==> src/rtl/l1pd_pkg.sv <==
package l1pd_pkg;
  typedef enum logic [1:0] {
    SRC_CPU  = 2'd0,
    SRC_EDMA = 2'd1,
    SRC_IDMA = 2'd2,
    SRC_RSVD = 2'd3
  } src_e;
endpackage

==> src/rtl/l1pd_mode_reg.sv <==
module l1pd_mode_reg #(
  parameter int MODE_W = 3
) (
  input  logic              clk_i,
  input  logic              rst_ni,
  input  logic              we_i,
  input  logic [MODE_W-1:0] mode_i,
  output logic [MODE_W-1:0] mode_o
);
  always_ff @(posedge clk_i or negedge rst_ni) begin
    if (!rst_ni)   mode_o <= '1;  // all cache out of reset
    else if (we_i) mode_o <= mode_i;
  end
endmodule

==> src/rtl/l1pd_bound.sv <==
module l1pd_bound #(
  parameter int AW       = 15,
  parameter int MIN_LOG2 = 12,
  parameter int MODE_W   = 3
) (
  input  logic [MODE_W-1:0] mode_i,
  output logic [AW:0]       bound_o
);
  localparam int STEPS = AW - MIN_LOG2;
  localparam logic [AW:0] FULL = {1'b1, {AW{1'b0}}};

  logic [AW:0] cache_sz;

  always_comb begin
    if (mode_i == '0)              cache_sz = '0;
    else if (int'(mode_i) > STEPS) cache_sz = FULL;
    else                           cache_sz = FULL >> (STEPS + 1 - int'(mode_i));
  end

  assign bound_o = FULL - cache_sz;
endmodule

==> src/rtl/l1pd_region.sv <==
module l1pd_region #(
  parameter int AW = 15
) (
  input  logic [AW-1:0] off_i,
  input  logic [AW:0]   bound_i,
  output logic          sram_o,
  output logic [AW-1:0] idx_o
);
  assign sram_o = {1'b0, off_i} < bound_i;
  assign idx_o  = sram_o ? off_i : off_i - bound_i[AW-1:0];
endmodule

==> src/rtl/l1pd_policy.sv <==
module l1pd_policy
  import l1pd_pkg::*;
#(
  parameter bit PROG_VARIANT = 1'b1
) (
  input  logic       valid_i,
  input  logic [1:0] src_i,
  input  logic       we_i,
  input  logic       sram_i,
  output logic       acc_o,
  output logic       viol_o
);
  logic wr_ok;

  generate
    if (PROG_VARIANT) begin : g_prog
      assign wr_ok = (src_i == SRC_EDMA) || (src_i == SRC_IDMA);
    end else begin : g_data
      assign wr_ok = 1'b1;
    end
  endgenerate

  logic ok;
  assign ok     = sram_i && (!we_i || wr_ok);
  assign acc_o  = valid_i && ok;
  assign viol_o = valid_i && !ok;
endmodule

==> src/rtl/l1_partition_dec.sv <==
module l1_partition_dec #(
  parameter int AW           = 15,
  parameter int MIN_LOG2     = 12,
  parameter int MODE_W       = 3,
  parameter bit PROG_VARIANT = 1'b1
) (
  input  logic              clk_i,
  input  logic              rst_ni,
  input  logic              cfg_we_i,
  input  logic [MODE_W-1:0] cfg_mode_i,
  input  logic              req_valid_i,
  input  logic [1:0]        req_src_i,
  input  logic              req_we_i,
  input  logic [AW-1:0]     req_off_i,
  output logic              acc_o,
  output logic              viol_o,
  output logic              sram_hit_o,
  output logic              cache_hit_o,
  output logic [AW-1:0]     index_o
);
  logic [MODE_W-1:0] mode_q;
  logic [AW:0]       bound;
  logic              sram_d, acc_d, viol_d;
  logic [AW-1:0]     idx_d;

  l1pd_mode_reg #(.MODE_W(MODE_W)) u_mode (
    .clk_i(clk_i), .rst_ni(rst_ni), .we_i(cfg_we_i),
    .mode_i(cfg_mode_i), .mode_o(mode_q)
  );

  l1pd_bound #(.AW(AW), .MIN_LOG2(MIN_LOG2), .MODE_W(MODE_W)) u_bound (
    .mode_i(mode_q), .bound_o(bound)
  );

  l1pd_region #(.AW(AW)) u_region (
    .off_i(req_off_i), .bound_i(bound), .sram_o(sram_d), .idx_o(idx_d)
  );

  l1pd_policy #(.PROG_VARIANT(PROG_VARIANT)) u_policy (
    .valid_i(req_valid_i), .src_i(req_src_i), .we_i(req_we_i),
    .sram_i(sram_d), .acc_o(acc_d), .viol_o(viol_d)
  );

  always_ff @(posedge clk_i or negedge rst_ni) begin
    if (!rst_ni) begin
      acc_o       <= 1'b0;
      viol_o      <= 1'b0;
      sram_hit_o  <= 1'b0;
      cache_hit_o <= 1'b0;
      index_o     <= '0;
    end else begin
      acc_o       <= acc_d;
      viol_o      <= viol_d;
      sram_hit_o  <= req_valid_i && sram_d;
      cache_hit_o <= req_valid_i && !sram_d;
      index_o     <= req_valid_i ? idx_d : '0;
    end
  end
endmodule

==> config.mk <==
export PLATFORM = sky130hd
export DESIGN_NAME = l1_partition_dec
export DESIGN_NICKNAME = d
export VERILOG_FILES = /design/src/rtl/l1pd_pkg.sv /design/src/rtl/l1pd_mode_reg.sv /design/src/rtl/l1pd_bound.sv /design/src/rtl/l1pd_region.sv /design/src/rtl/l1pd_policy.sv /design/src/rtl/l1_partition_dec.sv
export SDC_FILE = /design/constraint.sdc
export NUM_CORES = 1
export LEC_CHECK = 0
export ABC_CLOCK_PERIOD_IN_PS = 8100
export BUFFER_PORTS_ARGS = -buffer_cell sky130_fd_sc_hd__buf_2
export CAP_MARGIN = 20
export CORE_ASPECT_RATIO = 0.5
export CORE_MARGIN = 5
export CORE_UTILIZATION = 30
export CTS_CLUSTER_SIZE = 14
export DETAILED_ROUTE_END_ITERATION = 8
export GPL_TIMING_DRIVEN = 0
export PLACE_DENSITY = 0.56
export SYNTH_ARGS = -nofsm -noshare
export SYNTH_HDL_FRONTEND = slang
export SYNTH_HIERARCHICAL = 1
export SYNTH_SLANG_ARGS = --single-unit
==> constraint.sdc <==
create_clock -name clk_i -period 8.1 [get_ports clk_i]
set_input_delay 0.81 -clock clk_i [delete_from_list [all_inputs] [get_ports clk_i]]
set_output_delay 0.81 -clock clk_i [all_outputs]
set_load 0.005 [all_outputs]
### Word level (Yosys, flattened, before mapping)

Cells that the tools add are included.
W data, S select, Z words.

| operators by class | value |
|---|---|
| $add $sub $neg | 3 |
| order comparisons | 2 |
| eq/ne operators | 2 |
| shift operators | 1 |
| multiplexer cells | 4 |
| reductions and logical operators | 11 |

Operators with widths:

| operator | count |
|---|---|
| $mux W16 | 2 |
| $shr A16 B32 Y16 const A | 1 |
| $mux W15 | 2 |
| $lt A15 B16 Y1 | 1 |
| $sub A16 B16 Y16 const A | 1 |
| $sub A15 B15 Y15 | 1 |
| $logic_and A1 B1 Y1 | 5 |
| $sub A3 B3 Y4 const A | 1 |
| $gt A3 B2 Y1 const B | 1 |
| $logic_not A1 Y1 | 3 |
| $logic_not A3 Y1 | 1 |
| $eq A2 B1 Y1 const B | 1 |
| $eq A2 B2 Y1 const B | 1 |
| $logic_or A1 B1 Y1 | 2 |

| storage, ports and cells | value |
|---|---|
| flip-flop bits (word level) | 22 |
| bits of input ports | 25 |
| output and inout port bits | 19 |

### Logic depth before layout (Yosys ltp)

Gate-level depths: netlist of run 1.

| depth | value |
|---|---|
| depth after elaboration | 9 |
| depth in mapped cells | 17 |
| mapped depth without buffers | 16 |

### By module

Netlist of run 1, hierarchy kept.

By module, submodules not included:

| module | times used | cells each | area an instance (um^2) | seq. area each (um^2) |
|---|---|---|---|---|
| l1pd_region | 1 | 132 | 1099.8 | 0.0 |
| l1_partition_dec | 1 | 37 | 593.1 | 475.5 |
| l1pd_bound | 1 | 50 | 351.6 | 0.0 |
| l1pd_mode_reg | 1 | 6 | 112.6 | 78.8 |
| l1pd_policy | 1 | 5 | 32.5 | 0.0 |

### Worst setup path before layout of run 1

Ideal clock, no wire load.

| timing path | value |
|---|---|
| kind | register to register |
| start point | register u_mode.mode_o[0] |
| end point | register index_o[10] |
| setup time | 119 ps |
| arrival | 3483 ps |
| setup slack | 4498 ps |
| cell stages (with the launch flop) | 17 |
| path buffers | 2 |
| path through | dfstp_2 -> buf_6 -> inv_1 -> ha_1 -> ha_1 -> nor3_1 -> nand3_1 -> xnor2_1 -> inv_1 -> ha_1 -> nand2_1 -> o21ai_0 -> nor2_4 -> o22ai_4 -> buf_6 -> mux2_4 -> and2_1 |

| on the way | value |
|---|---|
| word-level cells in the longest chain between the ends | 8 |
| elaborated cells on any way between the ends | 11 |

Ends and longest elaborated chain:

| element | RTL line | source |
|---|---|---|
| from (decl) | l1pd_mode_reg.sv:8 | `output logic [MODE_W-1:0] mode_o` |
| from (signal assigned) | l1pd_mode_reg.sv:12 | `else if (we_i) mode_o <= mode_i;` |
| $sub A3 B3 Y4 | l1pd_bound.sv:17 | `else cache_sz = FULL >> (STEPS + 1 - int'(mode_i));` |
| $shr A16 B32 Y16 | l1pd_bound.sv:17 |  |
| $mux W16 | l1pd_bound.sv:16 | `else if (int'(mode_i) > STEPS) cache_sz = FULL;` |
| $mux W16 * | l1pd_bound.sv:15 | `if (mode_i == '0) cache_sz = '0;` |
| $sub A16 B16 Y16 * | l1pd_bound.sv:20 | `assign bound_o = FULL - cache_sz;` |
| net bound[8] | l1_partition_dec.sv:22 | `logic [AW:0] bound;` |
| $sub A15 B15 Y15 / $lt A15 B16 Y1 (equally long branches) | l1pd_region.sv:10, l1pd_region.sv:9 |  |
| $mux W15 * | l1pd_region.sv:10 | `assign idx_o = sram_o ? off_i : off_i - bound_i[AW-1:0];` |
| net idx_d[10] | l1_partition_dec.sv:24 | `logic [AW-1:0] idx_d;` |
| $mux W15 * | l1_partition_dec.sv:56 | `index_o <= req_valid_i ? idx_d : '0;` |
| to (signal assigned) | l1_partition_dec.sv:56 |  |
| to (decl) | l1_partition_dec.sv:19 | `output logic [AW-1:0] index_o` |

The timed path passes the listed nets; every way through them passes the cells marked *.
A chain may end at the register's enable or synchronous reset.

### Final worst setup path of run 1

| timing path | value |
|---|---|
| start point | register u_mode.mode_o[0] |
| end point | register index_o[9] |

The elaborated chain is that of the path after synthesis.

==> results of run 1 <==
[state kept, by name, summed over array words and instances, names as in the netlist]
register and cells:
acc_o 1, cache_hit_o 1, index_o 15, sram_hit_o 1
u_mode/mode_o 3, viol_o 1
[synthesized netlist by cell type (all sizes together), types with 2 or more instances]
master	count
inv	24
and2	19
dfrtp	19
ha	19
mux2	15
nor2	13
a21oi	9
nand2	9
xnor2	9
buf	8
nor2b	7
nor3	6
o21ai	6
o21a	5
a21o	4
and3	3
dfstp	3
o211a	3
or3	3
a211oi	2
and3b	2
clkbuf	2
conb	2
mux2i	2
nand2b	2
nor3b	2
o2111ai	2
o22ai	2
o31a	2
o31ai	2
xor2	2
[layer usage]
metal	share of wire (%)	global-route usage (%)	vias up
met5	0	0	-
met3	3.2	2.06	4
li1	-	-	904
met1	47	14.3	843
met4	0.75	1.48	0
met2	49	19.5	24
[power groups by stage]
| stage | sequential (mW) | clock [mW] | combinational (mW) |
|---|---|---|---|
| floorplan | 0.134 | 0 | 0.156 |
| global placement | 0.133 | 0 | 0.207 |
| detailed placement | 0.133 | 0 | 0.211 |
| CTS | 0.131 | 0.105 | 0.213 |
| global route | 0.132 | 0.115 | 0.234 |
| finish | 0.131 | 0.102 | 0.211 |
[area by class of cell]
| class | instances | area [sq um] | share of cell area [%] |
|---|---|---|---|
| Tap cell | 96 | 120 | 4.59 |
| Buffer | 10 | 77.6 | 2.96 |
| Timing Repair Buffer | 43 | 215 | 8.22 |
| Sequential cell | 22 | 554 | 21.2 |
| Clock buffer | 4 | 78.8 | 3.01 |
| Multi-Input combinational cell | 178 | 1480 | 56.6 |
| Inverter | 24 | 90.1 | 3.44 |
[per-stage QoR]
stage | instances | area, sq um
finish | 377 | 2620
global route | 377 | 2620
CTS | 377 | 2620
detailed placement | 373 | 2540
global placement | 373 | 2540
floorplan | 234 | 2200
[kinds of logic after synthesis]
family,after synthesis,share of synthesized area [%]
flops,22,25.3
compound gates,52,20.9
xor+xnor,11,4.40
other cells,2,0.343
simple gates,72,19.3
mux,17,10.3
fa+ha+maj,20,11.8
buf+inv,34,7.66
[path summary, 6_finish.rpt]
check	end	slack (ns)	cells after the start
min in group clk_i	u_mode/mode_o[2]	0.62	1
worst max register to register	index_o[9]	4.00	17
max in group asynchronous	u_mode/mode_o[1]	7.23	1
worst max-delay path	index_o[9]	4.00	17
worst min register to register	u_mode/mode_o[2]	0.62	1
worst min-delay path	index_o[8]	0.51	1
==> impl_metrics.toml, run 1 <==
[status]
status = "finished clean"

[sta]
fin_ws_ns = 4.00
fin_crit_sh_pct = 50.6
finalMaxSlewViolations = 0
fmax_mhz = 244
period_minus_slack_ns = 4.10
rsz0062_at_grt = "false"
worst_pin_slew_ns = 0.769
setup-violations-final = 0
tns_ns = 0
hold_violations = 0
slew_headroom_pct = 48.4
hold_slack_ns = 0.510
clock-skew-final_ns = 0.00822

[layout]
final_common_cell = "buf_2"
drive_gt1_share_pct = 31.7
fillers = 736
fin_util_pct = 36.3
layout_common_cells = "44 x buf_2, 23 x inv_1, 19 x dfrtp_1, 19 x ha_1, 18 x and2_1"
fin_nets = 327
num_antenna_cells = 0
syn_to_final_growth_pct = 19.6

[worst_setup_path]
r2r_start = "u_mode/mode_o[0]"
crit_buf_inv = 4
cp-end-kind = "register"
crit_path_frequent_cell = "ha_1"
crit_slowest_cell = "dfstp_2"
critical-path-max-stage-delay_ns = 0.55
worstPathRequired_ns = 8.24
path_max_fanout = 10
start_kind = "register"
path_cells = "buf_6 > inv_1 > ha_1 > ha_1 > nor3_1 > nand3_1 > xnor2_1 > inv_1 > ha_1 > and3_1 > nand2_1 > a21oi_4 > nor2_4 > o22ai_4 > buf_6 > mux2_4 > and2_1"
arrival_ns = 4.24
path_class = "register to register"
startpoint = "u_mode/mode_o[0]"
crit_family = "simple AND/OR/NAND/NOR gates"

[die]
ioPinCount = 44
die_h_microns = 70.4
die_w_microns = 131
initial_core_util_pct = 30.4
die-area_sq_um = 9210
coreArea_sq_um = 7210
row_count = 22

[yosys]
synth_top_cell_by_area = "dfrtp_1"
synth_ff_type = "dfrtp_1"
async_flop_share_pct = 100
yosys_warnings = 6
synth_area_sq_um = 2190
synthTopCellsByArea = "dfrtp_1 22%, ha_1 11%, mux2_4 6.9%"
syn_avg_cell_area_sq_um = 9.52
synth-seq-cells = 22
syn-instance-count = 230
seq_area_frac_synth_pct = 25.3
yosysTopAreaCellShare_pct = 21.7
yosys.cell_types.count = 68
synth_edf_count = 0

[drt]
drc_errors = 0
routedWlPerCell_microns = 12.8
drtPass1Iterations = 4
ant_nets = 0
drt_wl_total_microns = 4820
vias = 1775
drtIter0Drc = 87
vias_per_cell = 4.71

[power_and_ir_drop]
power_frac_comb_pct = 47.5
p_clk_share_pct = 23.0
power.share.switching_pct = 32.9
pwr_density_cell_nw_per_um2 = 170
seqPwrFrac_pct = 29.4
p_int_mw = 0.298
finalPower_mw = 0.444
peakVddDrop_v = 0.0000895
p_leak_nw = 1.31
power.switching_mw = 0.146

[global_routing]
grt_usage_pct = 11.0
grt_max_degree = 23
antenna_found_initial = 0
grt-ovfl-total = 0
grt_pass1_wl_microns = 8310
grt_pass1_vias = 1745

[placed_design]
pre_cts_ws_ns = 4.01
post-dp-hpwl_microns = 4090
io_buffers = 43
place_congestion = 0.834

[run]
cap_violations = 0

[cts]
post_cts_buffers = 0
root_buffer = "clkbuf_16"
cts_resized = 0
htree_levels = 1
cts.sink_count = 22
worstSkewPairLatency_ns = 0.25
ctsHoldBuffers = 0
clk_pin_slew_ns = 0.06
cts_buffers = 3
clk_path_buf_depth = 2
cts_tree = "yes"

[hold_path]
holdCritPathClass = "input port to async pin"
No activity file was read; power rests on OpenSTA's default activity.
==> run 2, diff against run 1 <==
ABC_CLOCK_PERIOD_IN_PS = 3600   (was 8100)
PLACE_DENSITY = 0.58   (was 0.56)
clock period = 3.6 ns   (was 8.1 ns; I/O delays follow)
==> run 2 against run 1 <==
- clock power increased by 150%
- sequential share of layout area decreased by 2.8 points
- die area unchanged
- combinational power rose to 2.9 times the previous value
- wire length is 15% higher
- non-clock buffer count is 21 higher
- critical path depth rose by 1
- clock skew shrank 0.0068 ns
- critical path type unchanged
- largest cell class unchanged
- highest routed layer unchanged
==> impl_metrics.toml, run 2 (synthesis results as in run 1) <==
[status]
status = "finished clean"

[worst_setup_path]
r2r_end = "index_o[12]"
path_cells = "buf_6 > inv_2 > ha_4 > ha_4 > nor3_4 > nand3_2 > xnor2_2 > inv_2 > ha_4 > and3_4 > nand2_4 > a21oi_4 > nor2_4 > o22ai_4 > buf_6 > buf_16 > mux2_4 > and2_1"
worstRegToRegCells = 18
path_max_fanout = 5
crit_family = "simple AND/OR/NAND/NOR gates"
path_class = "register to register"
crit_slowest_cell = "dfstp_2"
start_kind = "register"
regToRegSetupSlack_ns = 0.07
arrival_ns = 3.67
crit_buf_inv = 5
cp-end-kind = "register"
critical-path-max-stage-delay_ns = 0.54
r2r_start = "u_mode/mode_o[0]"
worstPathRequired_ns = 3.74
crit_path_frequent_cell = "ha_4"

[hold_path]
holdCritPathClass = "input port to async pin"

[sta]
hold_slack_ns = 0.0579
fmax_mhz = 283
clock-skew-final_ns = 0.00141
tns_ns = 0
finalMaxSlewViolations = 0
period_minus_slack_ns = 3.53
setup-violations-final = 0
slew_headroom_pct = 51.2
worst_pin_slew_ns = 0.726
hold_violations = 0
fin_crit_sh_pct = 98.1

[die]
row_count = 22
coreArea_sq_um = 7210
die_h_microns = 70.4
initial_core_util_pct = 30.4
die-area_sq_um = 9210
die_w_microns = 131
ioPinCount = 44

[cts]
clk_pin_slew_ns = 0.06
cts_tree = "yes"
cts.sink_count = 22
worstSkewPairLatency_ns = 0.25
htree_levels = 1
ctsHoldBuffers = 0
root_buffer = "clkbuf_16"
clk_path_buf_depth = 2
cts_buffers = 3

[drt]
drt_wl_total_microns = 5540
drtPass1Iterations = 4
vias_per_cell = 4.70
routedWlPerCell_microns = 13.9
ant_nets = 0
drtIter0Drc = 49
vias = 1870
drc_errors = 0

[layout]
drive_gt1_share_pct = 46.0
layout_common_cells = "44 x buf_2, 24 x buf_4, 21 x inv_1"
fin_nets = 348
largest_reg_flops = 15
top_regs = "index_o x15, u_mode/mode_o x3"
num_antenna_cells = 0
syn_to_final_growth_pct = 38.1
final_common_cell = "buf_2"
regMostFlops = "index_o"
fillers = 713

[run]
cap_violations = 0

[power_and_ir_drop]
p_leak_nw = 1.45
peakVddDrop_v = 0.000191
pwr_density_cell_nw_per_um2 = 387

[global_routing]
grt_pass1_wl_microns = 8510
grt-ovfl-total = 0
grt_max_degree = 23
grt_usage_pct = 11.3
antenna_found_initial = 0
grt_pass1_vias = 1851

[placed_design]
place_congestion = 0.817
io_buffers = 43
post-dp-hpwl_microns = 4050
run 2: cell count changes in the layout (fill, tap and decap cells not counted), moves of 3 or more:
cell	delta
buf_4	+20
ha_1	-7
ha_4	+7
and2_1	-3
nor2_1	-3
nor2_2	+3
run 2: metal layers:
layer	part of all wire [%]	track usage [%]
met3	3.0	1.91
met2	51	20.0
met5	0	0
met1	44	13.9
met4	2.3	3.08
run 2: report_power, final:
part | switching [mW] | total [mW] | internal, mW
sequential | 0.0139 | 0.297 | 0.283
combinational | 0.283 | 0.622 | 0.339
clock | 0.0823 | 0.252 | 0.169
total | 0.379 | 1.17 | 0.791
run 2: worst max-delay path by stage:
stage	startpoint	end	slack (ns)	depth (start not counted)
detailed placement	u_mode/mode_o[0]	index_o[7]	-0.48	17
floorplan	u_mode/mode_o[0]	index_o[10]	0.008	17
CTS	u_mode/mode_o[0]	index_o[7]	0.002	16
global placement	u_mode/mode_o[0]	index_o[9]	-0.39	17
finish	u_mode/mode_o[0]	index_o[12]	0.07	18
global route	u_mode/mode_o[0]	index_o[12]	-0.07	18
run 2: per-stage QoR:
| step | cells | setup slack (ns) | utilization (%) | instance area (sq um) | power, mW |
|---|---|---|---|---|---|
| after floorplan | 234 | 0.00778 | - | 2200 | 0.653 |
| after global placement | 373 | -0.387 | 35.2 | 2540 | 0.763 |
| after detailed placement | 373 | -0.482 | 35.2 | 2540 | 0.774 |
| after CTS | 383 | 0.00202 | 38.5 | 2780 | 1.10 |
| after global routing | 398 | -0.0665 | 41.9 | 3020 | 1.24 |
| final | 398 | 0.0698 | 41.9 | 3020 | 1.17 |
run 2: repair_timing:
action | 4_1_cts | 5_1_grt
setup buffers | 6 | 17
resized for setup | 12 | 31
pin swaps | 3 | 13
endpoints found under the setup margin | 18 | 17
cloned | 1 | 0
run 2: area by class of cell:
| type | instances | area (sq um) | area share (%) |
|---|---|---|---|
| Tap cell | 96 | 120 | 3.97 |
| Buffer | 7 | 57.6 | 1.90 |
| Multi-Input combinational cell | 178 | 1690 | 55.8 |
| Clock buffer | 4 | 88.8 | 2.94 |
| Sequential cell | 22 | 554 | 18.3 |
| Timing Repair Buffer | 67 | 427 | 14.1 |
| Inverter | 24 | 90.1 | 2.98 |
==> run 3, diff against run 2 <==
CTS_BUF_LIST = sky130_fd_sc_hd__clkbuf_8   (was unset)
==> run 3 against run 2 <==
- cell area shrank 1.1%
- critical path depth did not move
- worst hold slack got worse by 0.011 ns
- global-route usage hardly changed
- sequential share of layout area is 0.21 points higher
- die area unchanged
- worst setup slack worse by 0.018 ns
- utilization fell by 0.47 points
==> impl_metrics.toml, run 3 (synthesis results as in run 1) <==
[die]
row_count = 22
ioPinCount = 44
initial_core_util_pct = 30.4
coreArea_sq_um = 7210
die-area_sq_um = 9210
die_w_microns = 131
die_h_microns = 70.4

[worst_setup_path]
worstRegToRegCells = 18
path_cells = "buf_6 > inv_2 > ha_4 > ha_4 > nor3_4 > nand3_2 > xnor2_2 > inv_2 > ha_4 > and3_4 > nand2_4 > a21oi_4 > buf_4 > buf_4 > o211a_1 > a2111oi_4 > mux2_4 > and2_1"
arrival_ns = 3.75
critical-path-max-stage-delay_ns = 0.55
path_max_fanout = 5
worstPathRequired_ns = 3.80
start_kind = "register"
crit_path_frequent_cell = "ha_4"
regToRegSetupSlack_ns = 0.05
crit_slowest_cell = "dfstp_2"
r2r_end = "index_o[12]"
cp-end-kind = "register"
r2r_start = "u_mode/mode_o[0]"
startpoint = "u_mode/mode_o[0]"
crit_family = "simple AND/OR/NAND/NOR gates"
crit_buf_inv = 5
path_class = "register to register"

[cts]
cts.sink_count = 22
clk_path_buf_depth = 2
cts_tree = "yes"
clk_pin_slew_ns = 0.07
root_buffer = "clkbuf_8"
htree_levels = 1
cts_buffers = 3
worstSkewPairLatency_ns = 0.26
ctsHoldBuffers = 0

[placed_design]
post-dp-hpwl_microns = 4050
place_congestion = 0.817
io_buffers = 43

[global_routing]
grt-ovfl-total = 0
antenna_found_initial = 0
grt_usage_pct = 11.3
grt_max_degree = 23
grt_pass1_wl_microns = 8490
grt_pass1_vias = 1848

[sta]
hold_slack_ns = 0.0469
setup-violations-final = 0
clock-skew-final_ns = 0.000798
fin_crit_sh_pct = 98.5
period_minus_slack_ns = 3.55
finalMaxSlewViolations = 0
worst_pin_slew_ns = 0.719
slew_headroom_pct = 51.7
fmax_mhz = 282
hold_violations = 0

[drt]
drtPass1Iterations = 4
highest_layer = "met4"
routedWlPerCell_microns = 13.7
drt_wl_total_microns = 5470
routed-wl-met2_microns = 2780
drc_errors = 0
drt-met1-wl_microns = 2410
vias_per_cell = 4.74
drtIter0Drc = 55
vias = 1885
wl_met3_microns = 153
ant_nets = 0

[power_and_ir_drop]
finalPower_mw = 1.09
peakVddDrop_v = 0.000125
p_leak_nw = 1.43
pwr_density_cell_nw_per_um2 = 365

[layout]
final_common_cell = "buf_2"
syn_to_final_growth_pct = 36.5
layout_common_cells = "44 x buf_2, 24 x buf_4, 21 x inv_1"
largest_reg_flops = 15
top_regs = "index_o x15, u_mode/mode_o x3"
fin_nets = 348
drive_gt1_share_pct = 46.0
regMostFlops = "index_o"
num_antenna_cells = 0
fillers = 715

[status]
status = "finished clean"

[run]
cap_violations = 0

[hold_path]
holdCritPathClass = "input port to async pin"
## run 3: cell count changes in the layout (fill, tap and decap cells not counted)
cell / before / now
clkbuf_16: 3 / 0
clkbuf_8: 1 / 4
## run 3: worst max path at each step
stage | cells after the start | endpoint
3_3_place_gp | 17 | index_o[9]
2_1_floorplan | 17 | index_o[10]
6_report | 18 | index_o[12]
3_5_place_dp | 17 | index_o[7]
5_1_grt | 18 | index_o[12]
4_1_cts | 16 | index_o[7]
## run 3: where the power goes
part / internal (mW) / switching [mW] / total, mW / leakage [nW]
Combinational: 0.339 / 0.281 / 0.620 / 1.13
Sequential: 0.282 / 0.0141 / 0.296 / 0.276
Clock: 0.0973 / 0.0757 / 0.173 / 0.0288
## run 3: routing by layer
| metal | GRT usage (%) | vias up |
|---|---|---|
| li1 | - | 948 |
| met3 | 1.68 | 10 |
| met5 | 0 | - |
| met4 | 3.53 | 0 |
| met2 | 20.1 | 32 |
| met1 | 13.8 | 895 |
## run 3: stage by stage
| step | std cells | cell area, sq um | TNS [ns] | utilization, % | worst slack (ns) |
|---|---|---|---|---|---|
| after detailed placement | 373 | 2540 | -5.96 | 35.2 | -0.482 |
| after global routing | 398 | 2990 | -0.441 | 41.4 | -0.0686 |
| after CTS | 383 | 2740 | 0 | 38.0 | 0.00177 |
| after floorplan | 234 | 2200 | 0 | - | 0.00778 |
| after global placement | 373 | 2540 | -4.37 | 35.2 | -0.387 |
| final | 398 | 2990 | 0 | 41.4 | 0.0522 |
## run 3: what timing repair did
item                       in CTS  in global routing
cloned                          1                  0
setup endpoints to repair      18                 17
buffers inserted                6                 17
pin swaps                       3                 13
resized for setup              12                 31
## run 3: area by class of cell
cell class | count | area [sq um] | area share [%]
well taps | 96 | 120 | 4.02
clock buffers | 4 | 55.1 | 1.84
repair buffers | 67 | 427 | 14.3
multi-input cells | 178 | 1690 | 56.4
inverters | 24 | 90.1 | 3.01
flip-flops and latches | 22 | 554 | 18.5
plain buffers | 7 | 57.6 | 1.93
## run 3: worst register-to-register path, stage by stage, from the launching register on
cell,delay [ns]
dfstp_2,0.55
buf_6,0.11
inv_2,0.04
ha_4,0.15
ha_4,0.25
nor3_4,0.23
nand3_2,0.13
xnor2_2,0.21
inv_2,0.07
ha_4,0.26
and3_4,0.18
nand2_4,0.07
a21oi_4,0.04
buf_4,0.15
buf_4,0.13
o211a_1,0.24
a2111oi_4,0.35
mux2_4,0.21
and2_1,0.11
